[src/rtl/port_edge_irq_pkg.sv]
package port_edge_irq_pkg;
  localparam int unsigned MODE_W = 2;

  typedef enum logic [MODE_W-1:0] {
    EDGE_OFF  = 2'b00,
    EDGE_RISE = 2'b01,
    EDGE_FALL = 2'b10,
    EDGE_BOTH = 2'b11
  } edge_mode_e;
endpackage

[src/rtl/pin_sampler.sv]
module pin_sampler #(
  parameter int unsigned N_PINS = 8
) (
  input  logic              clk_i,
  input  logic              rst_ni,
  input  logic [N_PINS-1:0] pin_i,
  output logic [N_PINS-1:0] rise_o,
  output logic [N_PINS-1:0] fall_o
);
  logic [N_PINS-1:0] prev_q;
  logic              primed_q;

  always_ff @(posedge clk_i or negedge rst_ni) begin
    if (!rst_ni) begin
      prev_q   <= '0;
      primed_q <= 1'b0;
    end else begin
      prev_q   <= pin_i;
      primed_q <= 1'b1;
    end
  end

  // no transitions until a baseline has been captured
  assign rise_o = primed_q ? (pin_i & ~prev_q) : '0;
  assign fall_o = primed_q ? (~pin_i & prev_q) : '0;
endmodule

[src/rtl/edge_select.sv]
module edge_select
  import port_edge_irq_pkg::*;
#(
  parameter int unsigned N_PINS = 8,
  localparam int unsigned CFG_W = N_PINS * MODE_W
) (
  input  logic [N_PINS-1:0] rise_i,
  input  logic [N_PINS-1:0] fall_i,
  input  logic [CFG_W-1:0]  mode_i,
  output logic [N_PINS-1:0] event_o
);
  for (genvar g = 0; g < N_PINS; g++) begin : g_pin
    edge_mode_e mode;
    assign mode = edge_mode_e'(mode_i[g*MODE_W +: MODE_W]);

    always_comb begin
      unique case (mode)
        EDGE_RISE: event_o[g] = rise_i[g];
        EDGE_FALL: event_o[g] = fall_i[g];
        EDGE_BOTH: event_o[g] = rise_i[g] | fall_i[g];
        default:   event_o[g] = 1'b0;
      endcase
    end
  end
endmodule

[src/rtl/status_reg.sv]
module status_reg #(
  parameter int unsigned N_PINS = 8
) (
  input  logic              clk_i,
  input  logic              rst_ni,
  input  logic [N_PINS-1:0] event_i,
  input  logic              rd_i,
  output logic [N_PINS-1:0] status_o,
  output logic              irq_o
);
  logic [N_PINS-1:0] status_q, status_d;

  // new events win over the clear on read
  assign status_d = (rd_i ? '0 : status_q) | event_i;

  always_ff @(posedge clk_i or negedge rst_ni) begin
    if (!rst_ni) status_q <= '0;
    else         status_q <= status_d;
  end

  assign status_o = status_q;
  assign irq_o    = |status_q;
endmodule

[src/rtl/port_edge_irq.sv]
module port_edge_irq
  import port_edge_irq_pkg::*;
#(
  parameter int unsigned N_PINS = 8,
  localparam int unsigned CFG_W = N_PINS * MODE_W
) (
  input  logic              clk_i,
  input  logic              rst_ni,
  input  logic [N_PINS-1:0] pin_i,
  input  logic [CFG_W-1:0]  mode_i,
  input  logic              rd_i,
  output logic [N_PINS-1:0] status_o,
  output logic              irq_o
);
  logic [N_PINS-1:0] rise, fall, evt;

  pin_sampler #(.N_PINS(N_PINS)) sampler_i (
    .clk_i  (clk_i),
    .rst_ni (rst_ni),
    .pin_i  (pin_i),
    .rise_o (rise),
    .fall_o (fall)
  );

  edge_select #(.N_PINS(N_PINS)) select_i (
    .rise_i  (rise),
    .fall_i  (fall),
    .mode_i  (mode_i),
    .event_o (evt)
  );

  status_reg #(.N_PINS(N_PINS)) status_i (
    .clk_i    (clk_i),
    .rst_ni   (rst_ni),
    .event_i  (evt),
    .rd_i     (rd_i),
    .status_o (status_o),
    .irq_o    (irq_o)
  );
endmodule

[config.mk]
export PLATFORM = sky130hd
export DESIGN_NAME = port_edge_irq
export DESIGN_NICKNAME = d
export VERILOG_FILES = /design/src/rtl/port_edge_irq_pkg.sv /design/src/rtl/pin_sampler.sv /design/src/rtl/edge_select.sv /design/src/rtl/status_reg.sv /design/src/rtl/port_edge_irq.sv
export SDC_FILE = /design/constraint.sdc
export NUM_CORES = 1
export LEC_CHECK = 0
export ABC_CLOCK_PERIOD_IN_PS = 1030
export BUFFER_PORTS_ARGS = -buffer_cell sky130_fd_sc_hd__buf_2
export CAP_MARGIN = 10
export CORE_AREA = 2 2 44 46
export CTS_CLUSTER_SIZE = 10
export DETAILED_ROUTE_END_ITERATION = 7
export DIE_AREA = 0 0 46 48
export PLACE_DENSITY_LB_ADDON = 0.05
export SYNTH_ARGS = -nofsm -noshare
export SYNTH_HDL_FRONTEND = slang
export SYNTH_SLANG_ARGS = --single-unit
[constraint.sdc]
create_clock -name clk_i -period 1.03 [get_ports clk_i]
set_input_delay 0.103 -clock clk_i [delete_from_list [all_inputs] [get_ports clk_i]]
set_output_delay 0.103 -clock clk_i [all_outputs]
set_load 0.05 [all_outputs]
# ---- Word level (Yosys, flattened, before mapping)
# Index checks and enable logic that the tools add are counted.
dict set report op_classes {
  n_eq_ne 24
  n_shift 0
  add_sub_neg 0
  n_lt_le_gt_ge 0
  bitwise 13
  n_reduce_logical 1
  div_mod_pow 0
  n_mul 0
  n_mux 11
}
# operator count
set op_table {}
lappend op_table {{$eq A2 B2 Y1 const B} 16}
lappend op_table {{$mux W8} 3}
lappend op_table {{$pmux W1 S3} 8}
lappend op_table {{$and A8 B8 Y8} 2}
lappend op_table {{$eq A2 B1 Y1 const B} 8}
lappend op_table {{$not A8 Y8} 2}
lappend op_table {{$or A1 B1 Y1} 8}
lappend op_table {{$or A8 B8 Y8} 1}
lappend op_table {{$reduce_or A8 Y1} 1}
dict set report word_totals {
  mem_bits_rw 0
  register_bits 17
  romBits 0
  latchBits 0
  memories 0
}

# ---- Logic depth before layout (Yosys ltp)
# Gate-level depths: netlist of the first run.
dict set report depth {
  word_depth 6
  depth_mapped 4
  mapped_depth_nobuf 2
}

# ---- By module
# From an unflattened synthesis of the first run, not the netlist that was laid out.
dict set report hier_totals {
  hier_cells 55
  hier_area_um2 739.5
}
# mod cells_per_inst n_inst area_per_inst_um2
set modules_own_cells {}
lappend modules_own_cells {pin_sampler 27 1 387.9}
lappend modules_own_cells {status_reg 20 1 281.5}
lappend modules_own_cells {edge_select 8 1 70.1}

# ---- Worst setup path before layout of the first run
# OpenSTA, ideal clock, no wires.
dict set report synth_timing {
  path_type {register to output}
  start {register status_i.status_q[5] (netlist: status_i.status_o[5])}
  end {output irq_o}
  stages_incl_launch_ff 3
  arrival_time_ns 1.203
  path_slack_ns -0.276
  path_buffers 0
  cell_sequence {dfrtp_1 > nor4_1 > nand2_1}
}
dict set report synth_via {
  elab_chain_cells 1
}
# item line_no
set synth_lines {}
lappend synth_lines {{start: declaration} status_reg.sv:11} ;# logic [N_PINS-1:0] status_q, status_d;
lappend synth_lines {{start signal: assignment} status_reg.sv:18} ;# else status_q <= status_d;
lappend synth_lines {{$reduce_or A8 Y1} status_reg.sv:22} ;# assign irq_o = |status_q;
lappend synth_lines {{end: declaration} port_edge_irq.sv:13} ;# output logic irq_o
# Every way passes these cells.

# ---- Final worst setup path of the first run
dict set report layout_timing {
  start {register status_i.status_q[0] (netlist: status_i.status_o[0])}
  end {output irq_o}
}
# The elaborated chain is that of the path after synthesis.

==> results.txt, run 1 <==
R2R Setup Slk -> 100 ps
DRT antenna net count -> 0
Worst vdd ir -> 0.00129 V
Crit end category -> output pin
Worst R2R Start -> status_i.status_o[7]
Final WS setup -> -316 ps
Leak -> 0.566 nW
Initial core utilization -> 42.5%
Area after DPL -> 951 um2
Area grow syn2layout -> 68.5%
Vias -> 634
Drt drc -> 0
Num rows -> 15
Die width -> 46 um
Unique masters post-synth -> 11
Crit-path slowest cell -> dfrtp_2
Non-Filler Instances -> 127
YS warnings -> 0
Critical path cell sequence -> nor4_4 > nand2_2 > buf_6
Fin Setup TNS -> -892 ps
Critical path startpoint category -> flip-flop
TritonCTS Sinks -> 17
Placed cell count -> 111
CP arrival -> 1240 ps
Avg Vias per Cell -> 4.99
Final Cell Area -> 1210 um2
Vias in the first global route -> 633
Clock Skews -> 10.1 ps
CTS tree -> built
Max Buffers Root-to-Sink -> 2
CTS H-tree depth -> 1
Min-delay worst type -> in -> reg
RSZ-0062 raised after global routing -> true
Drt total wl -> 1.65 mm
Clk slew on worst S/H paths -> 110 ps
DR pass1 iterations -> 1
Largest net degree at the start of global routing -> 18
Root Buffer -> clkbuf_4
Clk_lat worst skew -> 290 ps
CP max FO -> 2
Post-synthesis net count -> 82
ANT cells -> 0
FILL cells -> 125
Die area -> 2210 um2
Yosys reg bits -> 17
Ratio of cells with drive above 1 in the final layout -> 55.5%
Post-Syn Area -> 718 um2
Hpwl dp -> 1.11 mm
CP peak stage delay -> 450 ps
Final min period -> 1350 ps
GP Congestion -> 0.674
CTS Buf Count -> 3
Iter 0 DRT Violations -> 0
Core ar. -> 1690 um2
Initial antenna violation count -> 0
Global-route wire length before repair -> 2.60 mm
Multi-input gate area in the final layout -> 285 um2
Worst Setup SP -> status_i.status_o[0]
Sequential cell area -> 435 um2
Sequential-to-total area share from yosys stat -> 59.2%
Status -> finished with violations
Commonest non-fill, non-tap cell in the layout -> buf_2
Mapped Cells -> 55
Final Setup Violations -> 7
Hold Vio Cnt, Final -> 0
Critical path endpoint -> irq_o
DR WL/cell -> 13.0 um
Failing checks -> setup timing
Max Slew Vio Count -> 0
# IOs -> 36
Port bufs -> 35
Period utilisation layout -> 131%
Crit Reg-Reg Endpoint -> status_i.status_o[7]
Most frequent cells in the layout -> buf_2, nand4b_1, buf_6
Layout Utilization -> 71.6%
Die height -> 48 um
Avg Inst Size Synth -> 13.1 um2
Worst hold margin -> 68.3 ps
Remaining global-route overflow -> 0
CP required -> 930 ps
Pwr Density -> 1330 nW/um2
Worst reg-to-reg path cell count -> 4
CP Class -> reg -> out
Fmax -> 743 MHz
All-Layer GR Usage -> 17.1%
Maxcap violations -> 0
Layout Nets -> 138
-- synth_stat cells --
cell type	count	area, um2
dfrtp_1	17	425
nand4b_1	15	131
nand2b_1	8	50.1
nand3_1	7	35.0
nor4_1	2	12.5
buf_12	1	20.0
buf_6	1	11.3
conb_1	1	3.75
nand2_1	1	3.75
nand3_2	1	10.0
nand4b_2	1	15.0
-- metrics by stage --
| step | setup WS [ps] | power, mW |
|---|---|---|
| after global placement | -32.2 | 1.11 |
| after floorplan | -118 | 0.971 |
| after detailed placement | -35.1 | 1.11 |
| after CTS | -334 | 1.62 |
| after global routing | -376 | 1.70 |
| final | -316 | 1.61 |
-- worst min-delay path by stage --
stage	cells after the start	to	slack, ps	from
4_1_cts	3	status_i.status_o[3]	60	mode_i[6]
3_5_place_dp	1	sampler_i.prev_q[7]	50	rst_ni
3_3_place_gp	1	sampler_i.prev_q[7]	50	rst_ni
2_1_floorplan	0	sampler_i.prev_q[0]	-190	rst_ni
5_1_grt	3	status_i.status_o[2]	70	mode_i[5]
6_report	3	status_i.status_o[3]	70	mode_i[6]
-- timing repair --
| action | CTS | global route |
|---|---|---|
| gates cloned | 0 | 0 |
| hold buffers | 9 | 0 |
| buffers inserted | 3 | 3 |
| pin swaps | 0 | 1 |
| hold endpoints to repair | 25 | 0 |
| setup endpoints to repair | 10 | 9 |
| gates resized for setup | 31 | 5 |
-- logic make-up after synthesis --
family / Yosys count / share of synthesized area (%)
buffers and inverters: 2 / 4.36
flip-flops: 17 / 59.2
other: 1 / 0.522
AND/OR/NAND/NOR: 35 / 35.9
-- flip-flops by register name, summed over array words and instances (netlist names) --
register and flops:
sampler_i.primed_q 1, sampler_i.prev_q 8, status_i.status_o 8
-- critical path, delay by kind of cell (launching register included) --
family | cells | cell delay (ps)
buf+inv | 1 | 160
simple gates | 2 | 350
flops | 1 | 450
-- metal layers --
metal | wire [um] | part of all wire [%] | up-vias | track usage, %
met4 | 0 | 0 | 0 | 1.71
met3 | 86 | 5.2 | 0 | 6.79
met2 | 849 | 51 | 22 | 28.6
met5 | 0 | 0 | - | 0
li1 | - | - | 321 | -
met1 | 718 | 43 | 291 | 21.8
-- area by class of cell --
| class | count | share of cell area, % |
|---|---|---|
| clock buffer | 3 | 1.86 |
| clock inverter | 1 | 0.620 |
| multi-input combinational | 36 | 23.6 |
| sequential | 17 | 36.0 |
| tap | 17 | 1.76 |
| timing repair buffer | 53 | 36.2 |
-- where the power goes --
| group | total (mW) | switching, mW | leakage [nW] | internal [mW] |
|---|---|---|---|---|
| clock network | 0.363 | 0.216 | 0.0139 | 0.148 |
| registers | 0.768 | 0.0495 | 0.199 | 0.719 |
| logic | 0.474 | 0.228 | 0.353 | 0.246 |
Note: power is estimated with default switching activity, not from simulation.
==> run 2: changes to the inputs <==
- SETUP_SLACK_MARGIN: unset -> 0.3
==> run 2 against run 1 <==
- the flow still finishes with violations (setup timing)
- critical endpoint unchanged
- final cell count up 1.6%
- clock skew down 2.6 ps
- register-to-register slack about the same
- sequential cell count unchanged
- power up 1.4%
- hold slack better by 12 ps
- clock power down 4%
- clock-buffer cell count unchanged
- die area unchanged
- core utilization up 3.3 points
- design area up 4.5%
- maximum frequency down 0.97%
==> results.txt, run 2 (synthesis results as in run 1) <==
Clk slew on worst S/H paths -> 100 ps (about the same)
Worst vdd ir -> 0.00112 V (-14%)
Multi-input gate area in the final layout -> 313 um2 (+9.6%)
Remaining global-route overflow -> 0 (unchanged)
RSZ-0062 raised after global routing -> true
Drt drc -> 0 (unchanged)
Commonest non-fill, non-tap cell in the layout -> buf_2
Final WS setup -> -329 ps (-13.2 ps)
Critical path startpoint category -> flip-flop
Maxcap violations -> 0 (unchanged)
Max Buffers Root-to-Sink -> 2 (unchanged)
ANT cells -> 0 (unchanged)
Port bufs -> 35 (unchanged)
WHS Path Cells -> 3 (unchanged)
Largest net degree at the start of global routing -> 18 (unchanged)
DRT antenna net count -> 0 (unchanged)
Final Setup Violations -> 7 (unchanged)
DR WL/cell -> 13.8 um (+6.1%)
Switching portion of total power -> 30.5% (-0.18 points)
Leak -> 0.606 nW (+7.1%)
Global-route wire length before repair -> 2.92 mm (+12%)
Min-delay worst type -> in -> reg
CP Class -> reg -> out
Hpwl dp -> 1.17 mm (+5.2%)
Sequential cell area -> 435 um2 (unchanged)
Fin Setup TNS -> -894 ps (-1.39 ps)
Drt total wl -> 1.78 mm (+7.8%)
Layout Utilization -> 74.9% (+3.3 points)
Worst R2R Start -> status_i.status_o[1]
Pint -> 1.13 mW (+1.7%)
Clock Skews -> 7.46 ps (-2.64 ps)
Post-layout power -> 1.63 mW (+1.4%)
CTS H-tree depth -> 1 (unchanged)
Hold Path Origin -> mode_i[13]
Pwr Density -> 1290 nW/um2 (-3.0%)
R2R Setup Slk -> 110 ps (about the same)
Final min period -> 1360 ps (+13.2 ps)
Worst reg-to-reg path cell count -> 4 (unchanged)
CP required -> 930 ps (about the same)
Max Slew Vio Count -> 0 (unchanged)
Most frequent cells in the layout -> buf_2, nand4b_1, buf_6
Period utilisation layout -> 132% (+1.3 points)
Num rows -> 15 (unchanged)
TritonCTS Sinks -> 17 (unchanged)
Initial antenna violation count -> 0 (unchanged)
Layout Nets -> 140 (+1.4%)
CP max FO -> 2 (unchanged)
Hold EP -> status_i.status_o[6]
CTS Buf Count -> 3 (unchanged)
Die area -> 2210 um2 (unchanged)
CTS tree -> built
Hold Vio Cnt, Final -> 0 (unchanged)
Die width -> 46 um (unchanged)
GP Congestion -> 0.740 (+9.8%)
Area grow syn2layout -> 76.1%
Comb power frac -> 31.8% (+2.3 points)
Crit end category -> output pin
Vias in the first global route -> 683 (+7.9%)
Seq pwr share -> 46.8% (-1.1 points)
CP arrival -> 1260 ps (+20 ps)
Clk_lat worst skew -> 290 ps (about the same)
Ratio of cells with drive above 1 in the final layout -> 59.8% (+4.4 points)
Vias -> 643 (+1.4%)
Root Buffer -> clkbuf_4
Status -> finished with violations
Avg Vias per Cell -> 4.98 (-0.15%)
Clk pwr share -> 21.4% (-1.2 points)
Failing checks -> setup timing
DR pass1 iterations -> 4 (+3)
# IOs -> 36 (unchanged)
Switching Power -> 0.497 mW (+0.79%)
Worst hold margin -> 80.6 ps (+12.2 ps)
Fmax -> 736 MHz (-0.97%)
Crit Reg-Reg Endpoint -> status_i.status_o[1]
Iter 0 DRT Violations -> 5 (+5)
Die height -> 48 um (unchanged)
FILL cells -> 128 (+2.4%)
All-Layer GR Usage -> 18.9% (+1.8 points)
Core ar. -> 1690 um2 (unchanged)
Initial core utilization -> 42.5% (unchanged)
-- run 2: changes by cell type in the layout (fill, tap and decap cells not counted), sizes merged --
cell	change
clkinv	+1
buf	+2
clkinvlp	-1
-- run 2: per-layer routing --
metal	share of wire, %	vias up	global-route usage (%)
met3	4.7	0	4.91
met2	53	20	32.5
li1	-	323	-
met1	42	300	24.2
met4	0	0	3.43
met5	0	-	0
-- run 2: power groups by stage --
stage	Clock (mW)	Sequential [mW]	Combinational [mW]
after floorplan	0	0.868	0.104
after global placement	0	0.759	0.356
after detailed placement	0	0.762	0.357
after CTS	0.366	0.762	0.495
after global routing	0.395	0.767	0.550
final	0.348	0.762	0.518
-- run 2: through the flow --
step	setup slack (ps)	instances	instance area, um2
after floorplan	-118	55	743
after global placement	-38.0	113	968
after detailed placement	-63.6	113	968
after CTS	-342	128	1230
after global routing	-387	129	1260
final	-329	129	1260
-- run 2: worst max path at each step --
| stage | from | end | slack, ps | cells after the start |
|---|---|---|---|---|
| 3_5_place_dp | status_i.status_o[1] | irq_o | -60 | 3 |
| 4_1_cts | status_i.status_o[1] | irq_o | -340 | 3 |
| 5_1_grt | status_i.status_o[1] | irq_o | -390 | 3 |
| 6_report | status_i.status_o[1] | irq_o | -330 | 3 |
| 3_3_place_gp | status_i.status_o[1] | irq_o | -40 | 3 |
| 2_1_floorplan | status_i.status_o[1] | irq_o | -120 | 2 |
-- run 2: layout make-up --
cell class	count	share of cell area, %
clock buffers	3	1.78
clock inverters	1	0.396
multi-input cells	36	24.7
flip-flops and latches	17	34.4
well taps	17	1.68
repair buffers	55	37.0
-- run 2: timing repair --
| action | CTS | global route |
|---|---|---|
| pin swaps | 8 | 4 |
| buffers inserted | 2 | 1 |
| hold buffers | 9 | 0 |
| hold endpoints to repair | 25 | 0 |
| gates cloned | 0 | 0 |
| gates resized for setup | 36 | 4 |
| setup endpoints to repair | 17 | 17 |
-- run 2: worst max-delay path: stages, from the launching register on --
cell and delay, ps:
dfrtp_2 430, nor4_4 290, nand2_2 90, buf_6 160
